==> config.mk <==
export PLATFORM = sky130hd
export DESIGN_NAME = ccd_frame_seq
export DESIGN_NICKNAME = d
export VERILOG_FILES = /design/src/rtl/fseq_pkg.sv /design/src/rtl/fseq_integ_timer.sv /design/src/rtl/fseq_line_counter.sv /design/src/rtl/fseq_ctrl.sv /design/src/rtl/ccd_frame_seq.sv
export SDC_FILE = /design/constraint.sdc
export NUM_CORES = 1
export LEC_CHECK = 0
export ABC_CLOCK_PERIOD_IN_PS = 2500
export BUFFER_PORTS_ARGS = -buffer_cell sky130_fd_sc_hd__buf_2
export CAP_MARGIN = 20
export CORE_MARGIN = 2
export CORE_UTILIZATION = 55
export CTS_BUF_LIST = sky130_fd_sc_hd__clkbuf_4
export CTS_CLUSTER_SIZE = 24
export DETAILED_ROUTE_END_ITERATION = 12
export PLACE_DENSITY = 0.82
export SYNTH_ARGS = -nofsm -noshare
export SYNTH_HDL_FRONTEND = slang
export SYNTH_HIERARCHICAL = 1
export SYNTH_SLANG_ARGS = --single-unit
export TNS_END_PERCENT = 30
==> constraint.sdc <==
create_clock -name clk -period 2.5 [get_ports clk]
set_input_delay 0.25 -clock clk [delete_from_list [all_inputs] [get_ports clk]]
set_output_delay 0.25 -clock clk [all_outputs]
set_load 0.02 [all_outputs]
==> src/rtl/fseq_pkg.sv <==
package fseq_pkg;

  typedef enum logic [2:0] {
    ST_DIODE  = 3'd0,
    ST_INTEG  = 3'd1,
    ST_READ   = 3'd2,
    ST_FVWAIT = 3'd3,
    ST_FLUSH  = 3'd4
  } fseq_state_t;

  localparam logic [2:0] TBL_LINE  = 3'd0;
  localparam logic [2:0] TBL_DIODE = 3'd1;
  localparam logic [2:0] TBL_FLUSH = 3'd5;

  // Preset 0 parks the shutter past readout; presets 1..7 step down by step.
  function automatic int unsigned shutter_line_of(input logic [2:0] idx,
                                                  input int unsigned step,
                                                  input int unsigned none_line);
    if (idx == 3'd0) return none_line;
    return step * (32'd8 - 32'(idx));
  endfunction

  function automatic int unsigned max2(input int unsigned a, input int unsigned b);
    return (a > b) ? a : b;
  endfunction

endpackage

==> src/rtl/fseq_integ_timer.sv <==
module fseq_integ_timer #(
  parameter int unsigned TICKS = 1,
  parameter int unsigned TW    = 1
) (
  input  logic clk,
  input  logic rst,
  input  logic run,
  input  logic tick,
  output logic expire
);
  logic [TW-1:0] count_q;

  assign expire = run && tick && (count_q == TW'(TICKS - 1));

  always_ff @(posedge clk) begin
    if (rst || !run) count_q <= '0;
    else if (tick)   count_q <= expire ? '0 : count_q + 1'b1;
  end

  // the tick count never passes the exposure length
  p_tick_bound_r3: assert property (@(posedge clk) disable iff (rst)
    count_q < TW'(TICKS));

  // ticks outside the interval leave the count at zero
  p_idle_ticks_r9: assert property (@(posedge clk) disable iff (rst)
    !run |=> (count_q == '0));
endmodule

==> src/rtl/fseq_line_counter.sv <==
module fseq_line_counter #(
  parameter int unsigned LINES = 1214,
  parameter int unsigned LW    = 11
) (
  input  logic          clk,
  input  logic          rst,
  input  logic          clear,
  input  logic          adv,
  input  logic [LW-1:0] shut_line,
  output logic          last,
  output logic          shut_hit
);
  logic [LW-1:0] cnt_q;

  assign last     = (cnt_q == LW'(LINES - 1));
  assign shut_hit = (cnt_q == shut_line);

  always_ff @(posedge clk) begin
    if (rst || clear) cnt_q <= '0;
    else if (adv)     cnt_q <= last ? '0 : cnt_q + 1'b1;
  end

  // the readout count stays inside the frame
  p_cnt_bound_r4: assert property (@(posedge clk) disable iff (rst)
    cnt_q < LW'(LINES));

  // the count only moves on an accepted line transfer
  p_cnt_hold_r9: assert property (@(posedge clk) disable iff (rst)
    (!adv && !clear) |=> $stable(cnt_q));
endmodule

==> src/rtl/fseq_ctrl.sv <==
module fseq_ctrl
  import fseq_pkg::*;
(
  input  logic       clk,
  input  logic       rst,
  input  logic       lt_done,
  input  logic       expire,
  input  logic       last_line,
  output logic       lt_req,
  output logic [2:0] lt_sel,
  output logic       integ_run,
  output logic       frame_valid,
  output logic       line_adv,
  output logic       cnt_clear
);
  fseq_state_t state_q;
  logic        req_q;
  logic        fv_q;
  logic        fv_d;
  logic        accept;
  logic        fv_fall;

  assign accept    = req_q && lt_done;
  assign fv_fall   = fv_d && !fv_q;
  assign lt_req    = req_q;
  assign integ_run = (state_q == ST_INTEG);
  assign frame_valid = fv_q;
  assign line_adv  = accept && (state_q == ST_READ);
  assign cnt_clear = (state_q == ST_INTEG);

  always_comb begin
    unique case (state_q)
      ST_DIODE: lt_sel = TBL_DIODE;
      ST_FLUSH: lt_sel = TBL_FLUSH;
      default:  lt_sel = TBL_LINE;
    endcase
  end

  always_ff @(posedge clk) begin
    if (rst) begin
      state_q <= ST_DIODE;
      req_q   <= 1'b0;
      fv_q    <= 1'b0;
      fv_d    <= 1'b0;
    end else begin
      fv_d <= fv_q;
      unique case (state_q)
        ST_DIODE: begin
          if (accept) begin
            req_q   <= 1'b0;
            state_q <= ST_INTEG;
          end else req_q <= 1'b1;
        end
        ST_INTEG: begin
          if (expire) begin
            state_q <= ST_READ;
            fv_q    <= 1'b1;
          end
        end
        ST_READ: begin
          if (accept) begin
            req_q <= 1'b0;
            if (last_line) begin
              fv_q    <= 1'b0;
              state_q <= ST_FVWAIT;
            end
          end else req_q <= 1'b1;
        end
        ST_FVWAIT: begin
          if (fv_fall) state_q <= ST_FLUSH;
        end
        ST_FLUSH: begin
          if (accept) begin
            req_q   <= 1'b0;
            state_q <= ST_DIODE;
          end else req_q <= 1'b1;
        end
        default: state_q <= ST_DIODE;
      endcase
    end
  end

  // a pending request holds with a stable table code
  p_req_hold_r2: assert property (@(posedge clk) disable iff (rst)
    (lt_req && !lt_done) |=> (lt_req && $stable(lt_sel)));

  // an accepted request drops for a cycle
  p_req_drop_r2: assert property (@(posedge clk) disable iff (rst)
    (lt_req && lt_done) |=> !lt_req);

  // exposure and readout never overlap
  p_no_overlap_r4: assert property (@(posedge clk) disable iff (rst)
    !(integ_run && frame_valid));

  // the end of readout leads to the flush table
  p_flush_next_r5: assert property (@(posedge clk) disable iff (rst)
    $fell(fv_q) |=> (state_q == ST_FLUSH));

  // exposure ends only by counter expiry
  p_integ_exit_r3: assert property (@(posedge clk) disable iff (rst)
    (integ_run && !expire) |=> integ_run);
endmodule

==> src/rtl/ccd_frame_seq.sv <==
module ccd_frame_seq
  import fseq_pkg::*;
#(
  parameter int unsigned READOUT_LINES = 1214,
  parameter int unsigned INTEG_TICKS   = 1,
  parameter int unsigned SHUT_STEP     = 138,
  parameter int unsigned NO_SHUT_LINE  = 2040
) (
  input  logic       clk,
  input  logic       rst,
  input  logic [2:0] preset_sel,
  input  logic       tick_ms,
  input  logic       lt_done,
  output logic       lt_req,
  output logic [2:0] lt_sel,
  output logic       integrate,
  output logic       frame_valid,
  output logic       shutter_pulse
);
  localparam int unsigned LW = $clog2(max2(READOUT_LINES, NO_SHUT_LINE) + 1);
  localparam int unsigned TW = (INTEG_TICKS > 1) ? $clog2(INTEG_TICKS) : 1;

  logic [2:0]    preset_q;
  logic [LW-1:0] shut_line;
  logic          expire;
  logic          last_line;
  logic          shut_hit;
  logic          line_adv;
  logic          cnt_clear;

  always_ff @(posedge clk) begin
    if (rst) preset_q <= preset_sel;
  end

  assign shut_line = LW'(shutter_line_of(preset_q, SHUT_STEP, NO_SHUT_LINE));

  fseq_ctrl u_ctrl (
    .clk         (clk),
    .rst         (rst),
    .lt_done     (lt_done),
    .expire      (expire),
    .last_line   (last_line),
    .lt_req      (lt_req),
    .lt_sel      (lt_sel),
    .integ_run   (integrate),
    .frame_valid (frame_valid),
    .line_adv    (line_adv),
    .cnt_clear   (cnt_clear)
  );

  fseq_integ_timer #(.TICKS(INTEG_TICKS), .TW(TW)) u_timer (
    .clk    (clk),
    .rst    (rst),
    .run    (integrate),
    .tick   (tick_ms),
    .expire (expire)
  );

  fseq_line_counter #(.LINES(READOUT_LINES), .LW(LW)) u_lines (
    .clk       (clk),
    .rst       (rst),
    .clear     (cnt_clear),
    .adv       (line_adv),
    .shut_line (shut_line),
    .last      (last_line),
    .shut_hit  (shut_hit)
  );

  assign shutter_pulse = frame_valid && shut_hit;

  // the preset register moves only under reset
  p_preset_hold_r8: assert property (@(posedge clk) disable iff (rst)
    1'b1 |=> $stable(preset_q));

  // the pulse lasts until the next accepted line transfer
  p_shut_stay_r7: assert property (@(posedge clk) disable iff (rst)
    (shutter_pulse && !line_adv) |=> shutter_pulse);

  // the pulse covers a single line
  p_shut_end_r7: assert property (@(posedge clk) disable iff (rst)
    (shutter_pulse && line_adv) |=> !shutter_pulse);

  // no pulse outside readout
  p_shut_in_read_r7: assert property (@(posedge clk) disable iff (rst)
    shutter_pulse |-> frame_valid);
endmodule

== After elaboration in Yosys (flattened, before gate mapping) ==
Index checks and enable logic that the tools add are counted.
Operators by class
  muxes and demuxes: 18
  add/subtract/negate cells: 3
  $lt $le $gt $ge: 0
  reduce and logical (&&, ||, !) cells: 16
  shift operators: 0
  bitwise logic cells: 1
  $mul: 1
  divide/modulo/power cells: 0
  equality and inequality tests: 12
Operators with widths (count)
  11-bit two-way mux: 3
  7-bit by 32-bit multiplier with 10-bit output (first input constant): 1
  3-bit two-way mux: 6
  3-bit one-hot mux with 5 select lines: 1
  11-bit by 1-bit adder with 11-bit output (second input constant): 1
  11-bit equality test: 1
  11-bit equality test (second input constant): 1
  2-bit by 1-bit != test with 1-bit output (second input constant): 5
  3-bit by 2-bit equality test with 1-bit output (second input constant): 2
  1-bit logical AND: 6
  3-bit logical NOT: 2
  1-bit two-way mux: 6
  3-bit one-hot mux with 2 select lines: 1
  6-bit AND reduction: 1
  4-bit by 3-bit subtractor with 5-bit output (first input constant): 1
  4-bit AND reduction: 1
  3-bit by 1-bit equality test with 1-bit output (second input constant): 1
  3-bit equality test (second input constant): 1
  3-bit OR reduction: 1
  1-bit logical NOT: 2
  1-bit logical OR: 2
  2-bit != test (second input constant): 1
  1-bit one-hot mux with 2 select lines: 1
  2-bit nonzero test: 1
  2 further kinds: 2
Storage, ports and cells
  output and inout port bits: 7
  RAM bits: 0
  input bits: 7
  ROM bits: 0
  memories kept: 0
  latch bits: 0
  word-level logic and storage cells: 58
  flip-flop bits (word level): 21

== Longest topological paths before layout ==
Gate-level depths: netlist of the first run.
  depth after elaboration: 5
  mapped depth: 12
  mapped depth without buffers: 12

== Modules after synthesis ==
The synthesis of the first run kept the hierarchy.
Modules (own cells, without submodules)
  fseq_line_counter: area an instance 689.4 sq um, seq. area each 220.2 sq um, cells each 77, instances 1
  fseq_ctrl: area an instance 367.9 sq um, seq. area each 120.1 sq um, cells each 42, instances 1
  ccd_frame_seq: area an instance 317.8 sq um, seq. area each 90.1 sq um, cells each 32, instances 1
  fseq_integ_timer: area an instance 41.3 sq um, seq. area each 20.0 sq um, cells each 3, instances 1

== Worst setup path after synthesis of the first run ==
No wires, ideal clock.
  path kind: reg-to-output
  start: reg preset_q[0]
  end: out shutter_pulse
  arrival: 2528 ps
  path buffers: 0
  data required time: 2250 ps
  stages on the path, launching flop included: 13
  slack: -278 ps
  cells stage by stage: edfxtp_1 inv_1 ha_1 ha_1 ha_1 ha_1 a21oi_1 nand3b_1 mux2i_1 xnor2_1 nand4_1 nor3_1 and2_1
Between the ends
  longest elaborated chain between the ends: 5
  elaborated cells on any way between the ends: 8
  classes of those cells: add/sub (1); mul (1); eq/ne (1); mux (3); reduce/logical (2)
RTL lines
  from (decl): line ccd_frame_seq.sv:23  | logic [2:0] preset_q;
  from (signal assigned): line ccd_frame_seq.sv:32  | if (rst) preset_q <= preset_sel;
  4-bit by 3-bit subtractor with 5-bit output or 3-bit logical NOT (tied branches): line fseq_pkg.sv:20, fseq_pkg.sv:19
  7-bit by 32-bit multiplier with 10-bit output, or another cell as far along: line fseq_pkg.sv:20  | return step * (32'd8 - 32'(idx));
  11-bit two-way mux *: line fseq_pkg.sv:20
  named net shut_line[9]: line ccd_frame_seq.sv:24  | logic [LW-1:0] shut_line;
  11-bit equality test *: line fseq_line_counter.sv:16  | assign shut_hit = (cnt_q == shut_line);
  named net shut_hit: line ccd_frame_seq.sv:27  | logic shut_hit;
  1-bit logical AND *: line ccd_frame_seq.sv:69  | assign shutter_pulse = frame_valid && shut_hit;
  to (decl): line ccd_frame_seq.sv:18  | output logic shutter_pulse
The timed path passes the listed nets; every way through them passes the cells marked *.

== Worst setup path after layout of the first run ==
Same ends and word-level chain as after synthesis.

==> results of run 1 <==
[where the power goes]
part	internal [W]	switching, W
registers	0.000353	0.0000143
clock network	0.0000731	0.000102
logic	0.000102	0.0000972
[metrics by stage]
stage,util (%),instances
floorplan,-,154
global placement,63.3,194
detailed placement,63.3,194
CTS,65.9,198
global route,66.1,198
finish,66.1,198
[cells by family (layout without fill, tap and decap cells)]
group / count (synthesis) / count (layout) / synth area share, %
and+or+nand+nor: 59 / 59 / 27.9
AOI/OAI and AO/OA: 27 / 27 / 13.2
xor gates and xnor gates: 16 / 16 / 9.89
other: 2 / 2 / 0.530
muxes: 3 / 3 / 2.12
adders and majority gates: 9 / 9 / 7.95
buffers and inverters: 17 / 31 / 6.62
DFF: 21 / 21 / 31.8
[worst max-delay path, cell delays in order, from the launching register on]
cell and delay (ns):
sky130_fd_sc_hd__edfxtp_1 0.48, sky130_fd_sc_hd__inv_2 0.12, sky130_fd_sc_hd__ha_4 0.14, sky130_fd_sc_hd__ha_4 0.21, sky130_fd_sc_hd__ha_4 0.17, sky130_fd_sc_hd__ha_4 0.15
sky130_fd_sc_hd__a21oi_4 0.15, sky130_fd_sc_hd__nand3b_1 0.14, sky130_fd_sc_hd__mux2i_1 0.24, sky130_fd_sc_hd__xnor2_1 0.14, sky130_fd_sc_hd__nand4_1 0.11, sky130_fd_sc_hd__nor3_2 0.12
sky130_fd_sc_hd__and2_4 0.16, sky130_fd_sc_hd__buf_6 0.11
[final timing paths]
kind / start / endpoint / slack [ns] / cells past startpoint
worst min-delay path: preset_sel[0] / preset_q[0] / 0.11 / 1
worst max-delay path: preset_q[0] / shutter_pulse / -0.48 / 13
worst max register to register: u_ctrl/state_q[0] / u_lines/cnt_q[9] / 0.53 / 5
worst min register to register: u_lines/cnt_q[10] / u_lines/cnt_q[10] / 0.53 / 2
[state kept, by name, indices dropped and copies added, names as in the netlist]
signal	count
u_ctrl/lt_req	1
u_ctrl/frame_valid	1
u_timer/count_q	1
u_lines/cnt_q	11
preset_q	3
u_ctrl/fv_d	1
u_ctrl/state_q	3
[layout by cell type, fill, tap and decap left out, types with 4 or more instances in the layout]
| cell | instances |
|---|---|
| sky130_fd_sc_hd__buf_4 | 7 |
| sky130_fd_sc_hd__or2_2 | 4 |
| sky130_fd_sc_hd__xor2_1 | 4 |
| sky130_fd_sc_hd__nand4_1 | 4 |
| sky130_fd_sc_hd__nor2_1 | 10 |
| sky130_fd_sc_hd__dfxtp_1 | 18 |
| sky130_fd_sc_hd__and3b_1 | 6 |
| sky130_fd_sc_hd__xnor2_1 | 12 |
| sky130_fd_sc_hd__inv_1 | 6 |
| sky130_fd_sc_hd__or4_1 | 4 |
| sky130_fd_sc_hd__ha_4 | 5 |
| sky130_fd_sc_hd__a21oi_1 | 10 |
| sky130_fd_sc_hd__nand2b_1 | 4 |
| sky130_fd_sc_hd__buf_2 | 11 |
| sky130_fd_sc_hd__o31ai_1 | 4 |
| sky130_fd_sc_hd__clkbuf_4 | 4 |
| sky130_fd_sc_hd__nand2_1 | 6 |
[layout make-up]
class | count | area, sq um
Multi-Input combinational cell | 116 | 956
Tap cell | 30 | 37.5
Clock buffer | 4 | 30.0
Inverter | 8 | 30.0
Sequential cell | 21 | 450
Timing Repair Buffer | 19 | 119
Fill cell | 197 | 832
[routing by layer]
metal | share of wire (%) | vias to the layer above | routed length [microns] | track usage [%]
li1 | - | 577 | - | -
met5 | 0 | - | 0 | 0
met4 | 1.8 | 0 | 53 | 10.0
met3 | 1.6 | 4 | 45 | 3.28
met2 | 53 | 10 | 1530 | 42.3
met1 | 44 | 541 | 1260 | 27.5
==> impl_metrics.json, run 1 <==
{
  "timing.hold.worst.class": "in -> reg",
  "power.total_w": 0.000741,
  "antenna_found_initial": 0,
  "post-route-period-util_pct": 119,
  "violated_checks": "setup timing",
  "register_area_share_after_synthesis_pct": 31.8,
  "cts-htree-levels": 1,
  "post_route_cells_drive_above_1_share_pct": 26.8,
  "grt_start_max_net_pins": 13,
  "timing.final.max_slew_violations": 0,
  "hold_slack_ns": 0.106,
  "global_route.usage.total_pct": 23.5,
  "cts.sinks": 21,
  "place.detailed.hpwl_microns": 2190,
  "synth_cells": 154,
  "worst_setup_path_start_kind": "flop",
  "worst_pin_slew_ns": 0.532,
  "ant_nets": 0,
  "yosys.cell_types.count": 46,
  "postSynth.asyncResetShare_pct": 0,
  "ir_worst_vdd_mv": 0.344,
  "edff_count_synth": 3,
  "globalRoute.totalOverflow": 0,
  "yosysTopAreaCellShare_pct": 25.4,
  "critPathCaptureType": "output pin",
  "detailedRoute.firstPassIterationCount": 4,
  "dominantRegCellSynth": "sky130_fd_sc_hd__dfxtp_1",
  "totalWireLength_microns": 2890,
  "cts.repair_timing.setup_buffer_count": 0,
  "cts_root_buf": "sky130_fd_sc_hd__clkbuf_4",
  "placeableCoreArea_sq_um": 2450,
  "synth_area_leader_cell": "sky130_fd_sc_hd__dfxtp_1",
  "cp_data_arrival_time_ns": 2.73,
  "placement.io_buffers": 12,
  "cts_inserted_buffers": 3,
  "num_antenna_cells": 0,
  "worst_skew_pair.late_latency_ns": 0.31,
  "routedWlPerCell_microns": 14.6,
  "setup_ws_ns": -0.483,
  "yosys_register_bits": 21,
  "tritoncts": "built",
  "final-hold-violation-count": 0,
  "via_count": 1132,
  "design.portCount": 14,
  "die_y_microns": 54.7,
  "rsz0062_at_grt": "yes",
  "yosysMostFrequentCell": "sky130_fd_sc_hd__dfxtp_1",
  "cts_hold_buf": 0,
  "clock_path_buffers": 2,
  "outcome": "complete, but fails checks",
  "power.density_cell_area_nw_per_um2": 457,
  "post-route-min-period_ns": 2.98,
  "cp_data_required_time_ns": 2.25,
  "nets": 185,
  "clock_pin_slew_worst_setup_and_hold_paths_ns": 0.12,
  "postSynthNetCount": 170,
  "core.rowCount": 18,
  "dp_slack_ns": -0.243,
  "floorplan.die_area_sq_um": 3000,
  "synth.top_cells.by_area": "sky130_fd_sc_hd__dfxtp_1 (25%), sky130_fd_sc_hd__ha_1 (8.0%), sky130_fd_sc_hd__xnor2_1 (7.4%), sky130_fd_sc_hd__edfxtp_1 (6.4%), sky130_fd_sc_hd__a21oi_1 (3.9%)",
  "area_growth_pct": 14.6,
  "ys_top_cells_by_count": "sky130_fd_sc_hd__dfxtp_1 (18), sky130_fd_sc_hd__xnor2_1 (12), sky130_fd_sc_hd__a21oi_1 (11), sky130_fd_sc_hd__nor2_1 (10), sky130_fd_sc_hd__ha_1 (9)",
  "grt_first_pass_wirelength_microns": 4840,
  "finalWeightedCongestion": 0.817,
  "path_max_fanout": 4,
  "effective_utilization_at_floorplan_pct": 57.7,
  "synth-warning-count": 6,
  "cts.repair.resized": 5,
  "avgViaCountPerCell": 5.72,
  "timing.slew.headroom_pct": 64.5,
  "drt_first_iter_violations": 14,
  "clock_skew_ns": 0.0104,
  "setup_tns_ns": -0.483,
  "synth_area_sq_um": 1420,
  "finalSetupViolations": 1,
  "floorplan.die.width_microns": 54.7,
  "final_area_sq_um": 1620,
  "worstSetupPathType": "reg -> out",
  "dpl-instance-area_sq_um": 1550,
  "residual_drc_count": 0,
  "max_freq_mhz": 335,
  "max_cap_violation_count": 0,
  "power.static_leakage_nw": 0.614,
  "synth.avg_cell_area_sq_um": 9.20,
  "grt_pass1_vias": 1025
}
Note: power is estimated with default switching activity, not from simulation.
==> run 2, diff against run 1 <==
--- a/config.mk
+++ b/config.mk
@@ -13,7 +13,7 @@
 export CTS_BUF_LIST = sky130_fd_sc_hd__clkbuf_4
 export CTS_CLUSTER_SIZE = 24
 export DETAILED_ROUTE_END_ITERATION = 12
-export PLACE_DENSITY = 0.82
+export PLACE_DENSITY_LB_ADDON = 0.3
 export SYNTH_ARGS = -nofsm -noshare
 export SYNTH_HDL_FRONTEND = slang
 export SYNTH_HIERARCHICAL = 1
==> run 2 against run 1 <==
Compared with the run above:
- the run still ends with setup timing left
- critical endpoint unchanged
- register-to-register slack worse by 0.02 ns
- cell count is 1.0% higher
- wire length is 1.9% lower
- power is 0.91% lower
- combinational power is 2% higher
- design area is 1.4% higher
- flip-flop and latch count stayed put
==> impl_metrics.json, run 2 (synthesis gave the netlist of run 1 again) <==
{
  "outcome": "complete, but fails checks",
  "violated_checks": "setup timing",
  "worstReg2RegEnd": "u_lines/cnt_q[9]",
  "place.detailed.hpwl_microns": 2080,
  "min_from": "preset_sel[1]",
  "met2_length_microns": 1440,
  "finalNonFillerCells": 200,
  "die_y_microns": 54.7,
  "routedWlPerCell_microns": 14.2,
  "top_register": "u_lines/cnt_q",
  "final-hold-violation-count": 0,
  "worst_skew_pair.late_latency_ns": 0.31,
  "num_antenna_cells": 0,
  "floorplan.die_area_sq_um": 3000,
  "cts_root_buf": "sky130_fd_sc_hd__clkbuf_4",
  "design.portCount": 14,
  "largest_stage_delay_on_the_critical_path_ns": 0.47,
  "clock_pin_slew_worst_setup_and_hold_paths_ns": 0.11,
  "residual_drc_count": 0,
  "cts_inserted_buffers": 3,
  "finalWeightedCongestion": 0.781,
  "worst_setup_path_start_kind": "flop",
  "rsz0062_at_grt": "yes",
  "effective_utilization_at_floorplan_pct": 57.7,
  "cts.sinks": 21,
  "seqCellArea_sq_um": 450,
  "cp_data_arrival_time_ns": 2.71,
  "clock_skew_ns": 0.00519,
  "rr_startpoint": "u_ctrl/state_q[0]",
  "placeableCoreArea_sq_um": 2450,
  "power.total_w": 0.000734,
  "post-route-period-util_pct": 118,
  "route.top_layer_used": "met4",
  "critPathCaptureType": "output pin",
  "grt_start_max_net_pins": 13,
  "grt_pass1_vias": 1032,
  "met3WireLength_microns": 52,
  "floorplan.die.width_microns": 54.7,
  "totalWireLength_microns": 2840,
  "post_route_cells_drive_above_1_share_pct": 27.6,
  "timing.hold.worst.class": "in -> reg",
  "crit_chain": "inv_2, ha_4, ha_4, ha_4, ha_4, a21oi_4, nand3b_1, mux2i_1, xnor2_1, nand4_1, nor3_2, and2_4, buf_6",
  "max_freq_mhz": 338,
  "globalRoute.totalOverflow": 0,
  "area_growth_pct": 16.2,
  "mostFrequentLayoutCell": "sky130_fd_sc_hd__dfxtp_1",
  "mostFrequentLayoutCells": "sky130_fd_sc_hd__dfxtp_1 (18), sky130_fd_sc_hd__xnor2_1 (12), sky130_fd_sc_hd__buf_2 (11)",
  "worstSetupPathType": "reg -> out",
  "dpl.cell_count": 195,
  "dp_slack_ns": -0.242,
  "multiInputGateArea_sq_um": 966,
  "r2r_cells": 5,
  "critPathMostFrequentCell": "sky130_fd_sc_hd__ha_4",
  "ir_worst_vdd_mv": 0.330,
  "reg.largest.list": "u_lines/cnt_q: 11 flops, preset_q: 3 flops, u_ctrl/state_q: 3 flops",
  "largest_reg_flops": 11,
  "detailedRoute.firstPassIterationCount": 4,
  "power.density_cell_area_nw_per_um2": 446,
  "drt_first_iter_violations": 12,
  "tritoncts": "built",
  "path_max_fanout": 4,
  "setup_tns_ns": -0.462,
  "wl_met1_microns": 1310,
  "via_count": 1125,
  "cts-htree-levels": 1,
  "ant_nets": 0,
  "grt_first_pass_wirelength_microns": 4610,
  "post-route-min-period_ns": 2.96,
  "cp_data_required_time_ns": 2.25,
  "antenna_found_initial": 0,
  "fillerInstances": 207,
  "timing.final.max_slew_violations": 0,
  "core.rowCount": 18,
  "rrSetupSlack_ns": 0.51,
  "avgViaCountPerCell": 5.63,
  "power.static_leakage_nw": 0.625,
  "cts_hold_buf": 0,
  "placement.io_buffers": 12,
  "max_cap_violation_count": 0,
  "finalSetupViolations": 1,
  "timing.critical_path.slowest_stage_cell": "sky130_fd_sc_hd__edfxtp_1",
  "clock_path_buffers": 2,
  "nets": 187,
  "worst_hold_path.num_cells": 1,
  "hold-path-endpoint": "preset_q[1]",
  "setup_ws_ns": -0.462,
  "global_route.usage.total_pct": 21.6,
  "hold_slack_ns": 0.111
}
## run 2: cell count changes in the layout (fill, tap and decap cells not counted)
| cell | change |
|---|---|
| sky130_fd_sc_hd__buf_4 | +2 |
| sky130_fd_sc_hd__clkbuf_4 | -1 |
| sky130_fd_sc_hd__clkinv_2 | +1 |
| sky130_fd_sc_hd__ha_2 | -1 |
| sky130_fd_sc_hd__ha_4 | +1 |
## run 2: timing repair
item / CTS / global route
cloned: 0 / 0
resized for setup: 7 / 0
endpoints found under the setup margin: 1 / 1
buffers inserted: 1 / 0
## run 2: worst max path at each step
stage,start,to,slack [ns],cells after the start
detailed placement,preset_q[0],shutter_pulse,-0.24,13
finish,preset_q[0],shutter_pulse,-0.46,13
floorplan,preset_q[0],shutter_pulse,-0.005,12
global placement,preset_q[0],shutter_pulse,-0.16,13
global route,preset_q[0],shutter_pulse,-0.62,13
CTS,preset_q[0],shutter_pulse,-0.47,13
## run 2: per-layer routing
metal  track usage (%)  vias to the layer above
met2              37.5                       15
li1                  -                      578
met5                 0                        -
met3              2.73                        4
met4              9.17                        0
met1              26.6                      528
## run 2: per-stage QoR
step           util (%)  area (sq um)
3_3_place_gp       63.6          1560
6_report           67.0          1650
5_1_grt            67.0          1650
4_1_cts            67.0          1650
3_5_place_dp       63.6          1560
2_1_floorplan         -          1470
## run 2: area by class of cell
cell class,instances,share of cell area (%)
Multi-Input combinational cell,116,58.7
Sequential cell,21,27.4
Clock inverter,1,0.304
Tap cell,30,2.28
Clock buffer,3,1.37
Timing Repair Buffer,21,8.14
Inverter,8,1.83
## run 2: power by group
| group | total [W] | internal (W) | leakage (nW) | switching [W] |
|---|---|---|---|---|
| clock network | 0.000164 | 0.0000598 | 0.0177 | 0.000104 |
| registers | 0.000367 | 0.000353 | 0.175 | 0.0000139 |
| logic | 0.000203 | 0.000107 | 0.432 | 0.0000967 |
## run 2: critical path: cells and delay by family, from the launching register on
family	cells	cell delay, ns
AND/OR/NAND/NOR	4	0.57
adder cells (fa/ha/maj)	4	0.65
flip-flops	1	0.47
multiplexers	1	0.22
AO/OA/AOI/OAI	1	0.14
buffers and inverters	2	0.22
XOR/XNOR	1	0.13
==> run 3, diff against run 2 <==
--- a/config.mk
+++ b/config.mk
@@ -5,6 +5,7 @@
 export SDC_FILE = /design/constraint.sdc
 export NUM_CORES = 1
 export LEC_CHECK = 0
+export ABC_AREA = 1
 export ABC_CLOCK_PERIOD_IN_PS = 2500
 export BUFFER_PORTS_ARGS = -buffer_cell sky130_fd_sc_hd__buf_2
 export CAP_MARGIN = 20
@@ -13,6 +14,7 @@
 export CTS_BUF_LIST = sky130_fd_sc_hd__clkbuf_4
 export CTS_CLUSTER_SIZE = 24
 export DETAILED_ROUTE_END_ITERATION = 12
+export MAX_ROUTING_LAYER = met4
 export PLACE_DENSITY_LB_ADDON = 0.3
 export SYNTH_ARGS = -nofsm -noshare
 export SYNTH_HDL_FRONTEND = slang
==> run 3 against run 2 <==
Compared with the run above:
- the run still ends with setup timing left
- area after synthesis rose by 4.8%
- critical path depth rose by 3
- first-iteration DRC count rose to 3.2 times the previous value
- design area rose by 8.6%
- largest cell class unchanged
- largest power group is now combinational cells
==> impl_metrics.json, run 3 <==
{
  "outcome": "complete, but fails checks",
  "violated_checks": "setup timing",
  "cts.sinks": 21,
  "mostFrequentLayoutCells": "sky130_fd_sc_hd__nand2_1 (42), sky130_fd_sc_hd__nor2_1 (35), sky130_fd_sc_hd__inv_1 (30)",
  "worstSetupPathType": "reg -> out",
  "cp_data_required_time_ns": 2.25,
  "via_count": 1340,
  "placeableCoreArea_sq_um": 2520,
  "totalWireLength_microns": 3000,
  "cts_hold_buf": 0,
  "post-route-period-util_pct": 115,
  "cp_data_arrival_time_ns": 2.63,
  "largest_stage_delay_on_the_critical_path_ns": 0.44,
  "postSynth.asyncResetShare_pct": 0,
  "antenna_found_initial": 0,
  "register_area_share_after_synthesis_pct": 30.4,
  "power.density_cell_area_nw_per_um2": 609,
  "post-route-min-period_ns": 2.88,
  "timing.hold.worst.class": "in -> reg",
  "crit_chain": "inv_2, ha_4, ha_4, ha_4, ha_4, nand2_4, buf_4, a21oi_4, nor2_1, nand2_1, or2_4, nand4_1, nor2_1, nand2_1, inv_2, buf_6",
  "place.detailed.hpwl_microns": 2210,
  "synth-warning-count": 6,
  "effective_utilization_at_floorplan_pct": 58.8,
  "critPathMostFrequentCell": "sky130_fd_sc_hd__ha_4",
  "synth_area_in_simple_gates_pct": 40.1,
  "yosys_register_bits": 21,
  "yosysTopAreaCellShare_pct": 24.3,
  "cts_inserted_buffers": 3,
  "finalSetupViolations": 1,
  "routedWlPerCell_microns": 11.2,
  "finalWeightedCongestion": 0.880,
  "placement.io_buffers": 12,
  "synth_area_leader_cell": "sky130_fd_sc_hd__dfxtp_1",
  "dominantRegCellSynth": "sky130_fd_sc_hd__dfxtp_1",
  "dp_slack_ns": -0.106,
  "worst_setup_path_start_kind": "flop",
  "setup_ws_ns": -0.381,
  "max_cap_violation_count": 0,
  "crit_buf_inv": 4,
  "final_core_utilization_pct": 70.8,
  "core.rowCount": 18,
  "drt_first_iter_violations": 38,
  "nets": 255,
  "ys_top_cells_by_count": "sky130_fd_sc_hd__nand2_1 (45), sky130_fd_sc_hd__nor2_1 (35), sky130_fd_sc_hd__inv_1 (31), sky130_fd_sc_hd__dfxtp_1 (18), sky130_fd_sc_hd__nand3_1 (10)",
  "edff_count_synth": 3,
  "final-hold-violation-count": 0,
  "clock_skew_ns": 0.00152,
  "hold-path-endpoint": "preset_q[2]",
  "critPathCaptureType": "output pin",
  "avgViaCountPerCell": 5.00,
  "rr_startpoint": "u_ctrl/state_q[0]",
  "r2r_cells": 10,
  "globalRoute.totalOverflow": 0,
  "worst_hold_path.num_cells": 1,
  "timing.critical_path.slowest_stage_cell": "sky130_fd_sc_hd__edfxtp_1",
  "area_growth_pct": 20.4,
  "global_route.usage.total_pct": 20.8,
  "grt_start_max_net_pins": 12,
  "worst_path_dominant_cell_family": "simple AND/OR/NAND/NOR gates",
  "top_register": "u_lines/cnt_q",
  "path_max_fanout": 3,
  "synth_cells": 217,
  "synth_area_sq_um": 1480,
  "rsz0062_at_grt": "yes",
  "postSynthNetCount": 233,
  "cts_root_buf": "sky130_fd_sc_hd__clkbuf_4",
  "floorplan.die_area_sq_um": 3130,
  "worstReg2RegEnd": "u_lines/cnt_q[10]",
  "synth.avg_cell_area_sq_um": 6.84,
  "ir_worst_vdd_mv": 0.695,
  "synth.top_cells.by_area": "sky130_fd_sc_hd__dfxtp_1 (24%), sky130_fd_sc_hd__nand2_1 (11%), sky130_fd_sc_hd__nor2_1 (8.9%), sky130_fd_sc_hd__inv_1 (7.8%), sky130_fd_sc_hd__ha_1 (7.6%)",
  "cts-htree-levels": 1,
  "yosysMostFrequentCell": "sky130_fd_sc_hd__nand2_1",
  "grt_pass1_vias": 1239,
  "detailedRoute.firstPassIterationCount": 6,
  "residual_drc_count": 0,
  "max_freq_mhz": 347,
  "timing.final.max_slew_violations": 0,
  "largest_reg_flops": 11,
  "floorplan.die.width_microns": 55.9,
  "dominant_combinational_cell_family_by_area_after_synthesis": "simple AND/OR/NAND/NOR gates",
  "min_from": "preset_sel[2]",
  "synth_fa_ha_area_share_pct": 7.59,
  "yosys.cell_types.count": 25,
  "tritoncts": "built",
  "die_y_microns": 55.9,
  "synth_compound_gate_area_share_pct": 3.63,
  "synth.area.mux_share_pct": 0,
  "grt_first_pass_wirelength_microns": 5040,
  "reg.largest.list": "u_lines/cnt_q: 11 flops, preset_q: 3 flops, u_ctrl/state_q: 3 flops",
  "rrSetupSlack_ns": 0.59,
  "clock_pin_slew_worst_setup_and_hold_paths_ns": 0.12,
  "mostFrequentLayoutCell": "sky130_fd_sc_hd__nand2_1",
  "post_route_cells_drive_above_1_share_pct": 26.9,
  "synth_xor_area_share_pct": 7.67,
  "ant_nets": 0,
  "setup_tns_ns": -0.381,
  "num_antenna_cells": 0,
  "clock_path_buffers": 2,
  "worst_skew_pair.late_latency_ns": 0.30,
  "power.static_leakage_nw": 0.848,
  "design.portCount": 14
}
==> run 3: cell count changes in the layout (fill, tap and decap cells not counted), sizes merged, moves of 5 or more <==
cell / previous run / this run
inv: 8 / 35
nand3: 3 / 13
xnor2: 12 / 4
xor2: 4 / 9
nor2: 10 / 45
nor3: 3 / 8
and3b: 6 / 0
or4: 5 / 0
a21oi: 12 / 5
nand2: 6 / 51
==> run 3: per-layer routing <==
layer | share of wire [%] | global-route usage (%) | up-vias
li1 | - | - | 708
met1 | 48 | 25.7 | 614
met2 | 49 | 34.4 | 16
met3 | 2.4 | 2.33 | 2
met4 | 0.77 | 8.84 | 0
met5 | 0 | - | -
==> run 3: worst register-to-register path: stages, from the launching register on <==
cell and delay [ns]:
sky130_fd_sc_hd__dfxtp_1 0.41, sky130_fd_sc_hd__nor2_4 0.21, sky130_fd_sc_hd__nand2_1 0.10, sky130_fd_sc_hd__nor2_1 0.34
sky130_fd_sc_hd__nand2_1 0.16, sky130_fd_sc_hd__inv_1 0.14, sky130_fd_sc_hd__nand2_2 0.08, sky130_fd_sc_hd__nor2_2 0.12
sky130_fd_sc_hd__nand2_1 0.08, sky130_fd_sc_hd__nor2_1 0.12, sky130_fd_sc_hd__nor2_2 0.05
==> run 3: cells by family after synthesis <==
logic type,after synthesis
AOI/OAI and AO/OA,10
xor gates and xnor gates,13
adders and majority gates,9
buffers and inverters,38
DFF,21
other,2
and+or+nand+nor,124
==> run 3: repair_timing <==
action / in CTS / in global routing
setup endpoints to repair: 1 / 1
setup buffers: 4 / 0
pin swaps: 12 / 11
cloned: 0 / 0
hold endpoints to repair: 0 / 0
gates resized for setup: 14 / 8
==> run 3: metrics by stage <==
stage / cell area, sq um / instances / total power, W / hold WS, ns
2_1_floorplan: 1500 / 217 / 0.000774 / 0.319
5_1_grt: 1790 / 268 / 0.00117 / 0.109
6_report: 1790 / 268 / 0.00109 / 0.116
3_3_place_gp: 1600 / 260 / 0.000854 / 0.426
4_1_cts: 1750 / 268 / 0.00108 / 0.106
3_5_place_dp: 1600 / 260 / 0.000865 / 0.429
==> run 3: area by class of cell <==
type | count | area (sq um)
clock buffers | 4 | 30.0
fillers | 205 | 736
inverters | 35 | 131
multi-input cells | 158 | 1010
flip-flops and latches | 21 | 450
well taps | 30 | 37.5
repair buffers | 20 | 130
==> run 3: worst max path at each step <==
| stage | from | end | depth (start not counted) |
|---|---|---|---|
| after floorplan | preset_q[0] | shutter_pulse | 17 |
| after global routing | preset_q[0] | shutter_pulse | 17 |
| after global placement | preset_q[0] | shutter_pulse | 16 |
| after CTS | preset_q[0] | shutter_pulse | 17 |
| after detailed placement | preset_q[0] | shutter_pulse | 17 |
| final | preset_q[0] | shutter_pulse | 16 |
==> run 3: power breakdown <==
group / total, W / internal, W / switching (W)
clock: 0.000176 / 0.0000730 / 0.000103
combinational: 0.000487 / 0.000191 / 0.000296
sequential: 0.000424 / 0.000376 / 0.0000481
total: 0.00109 / 0.000640 / 0.000447
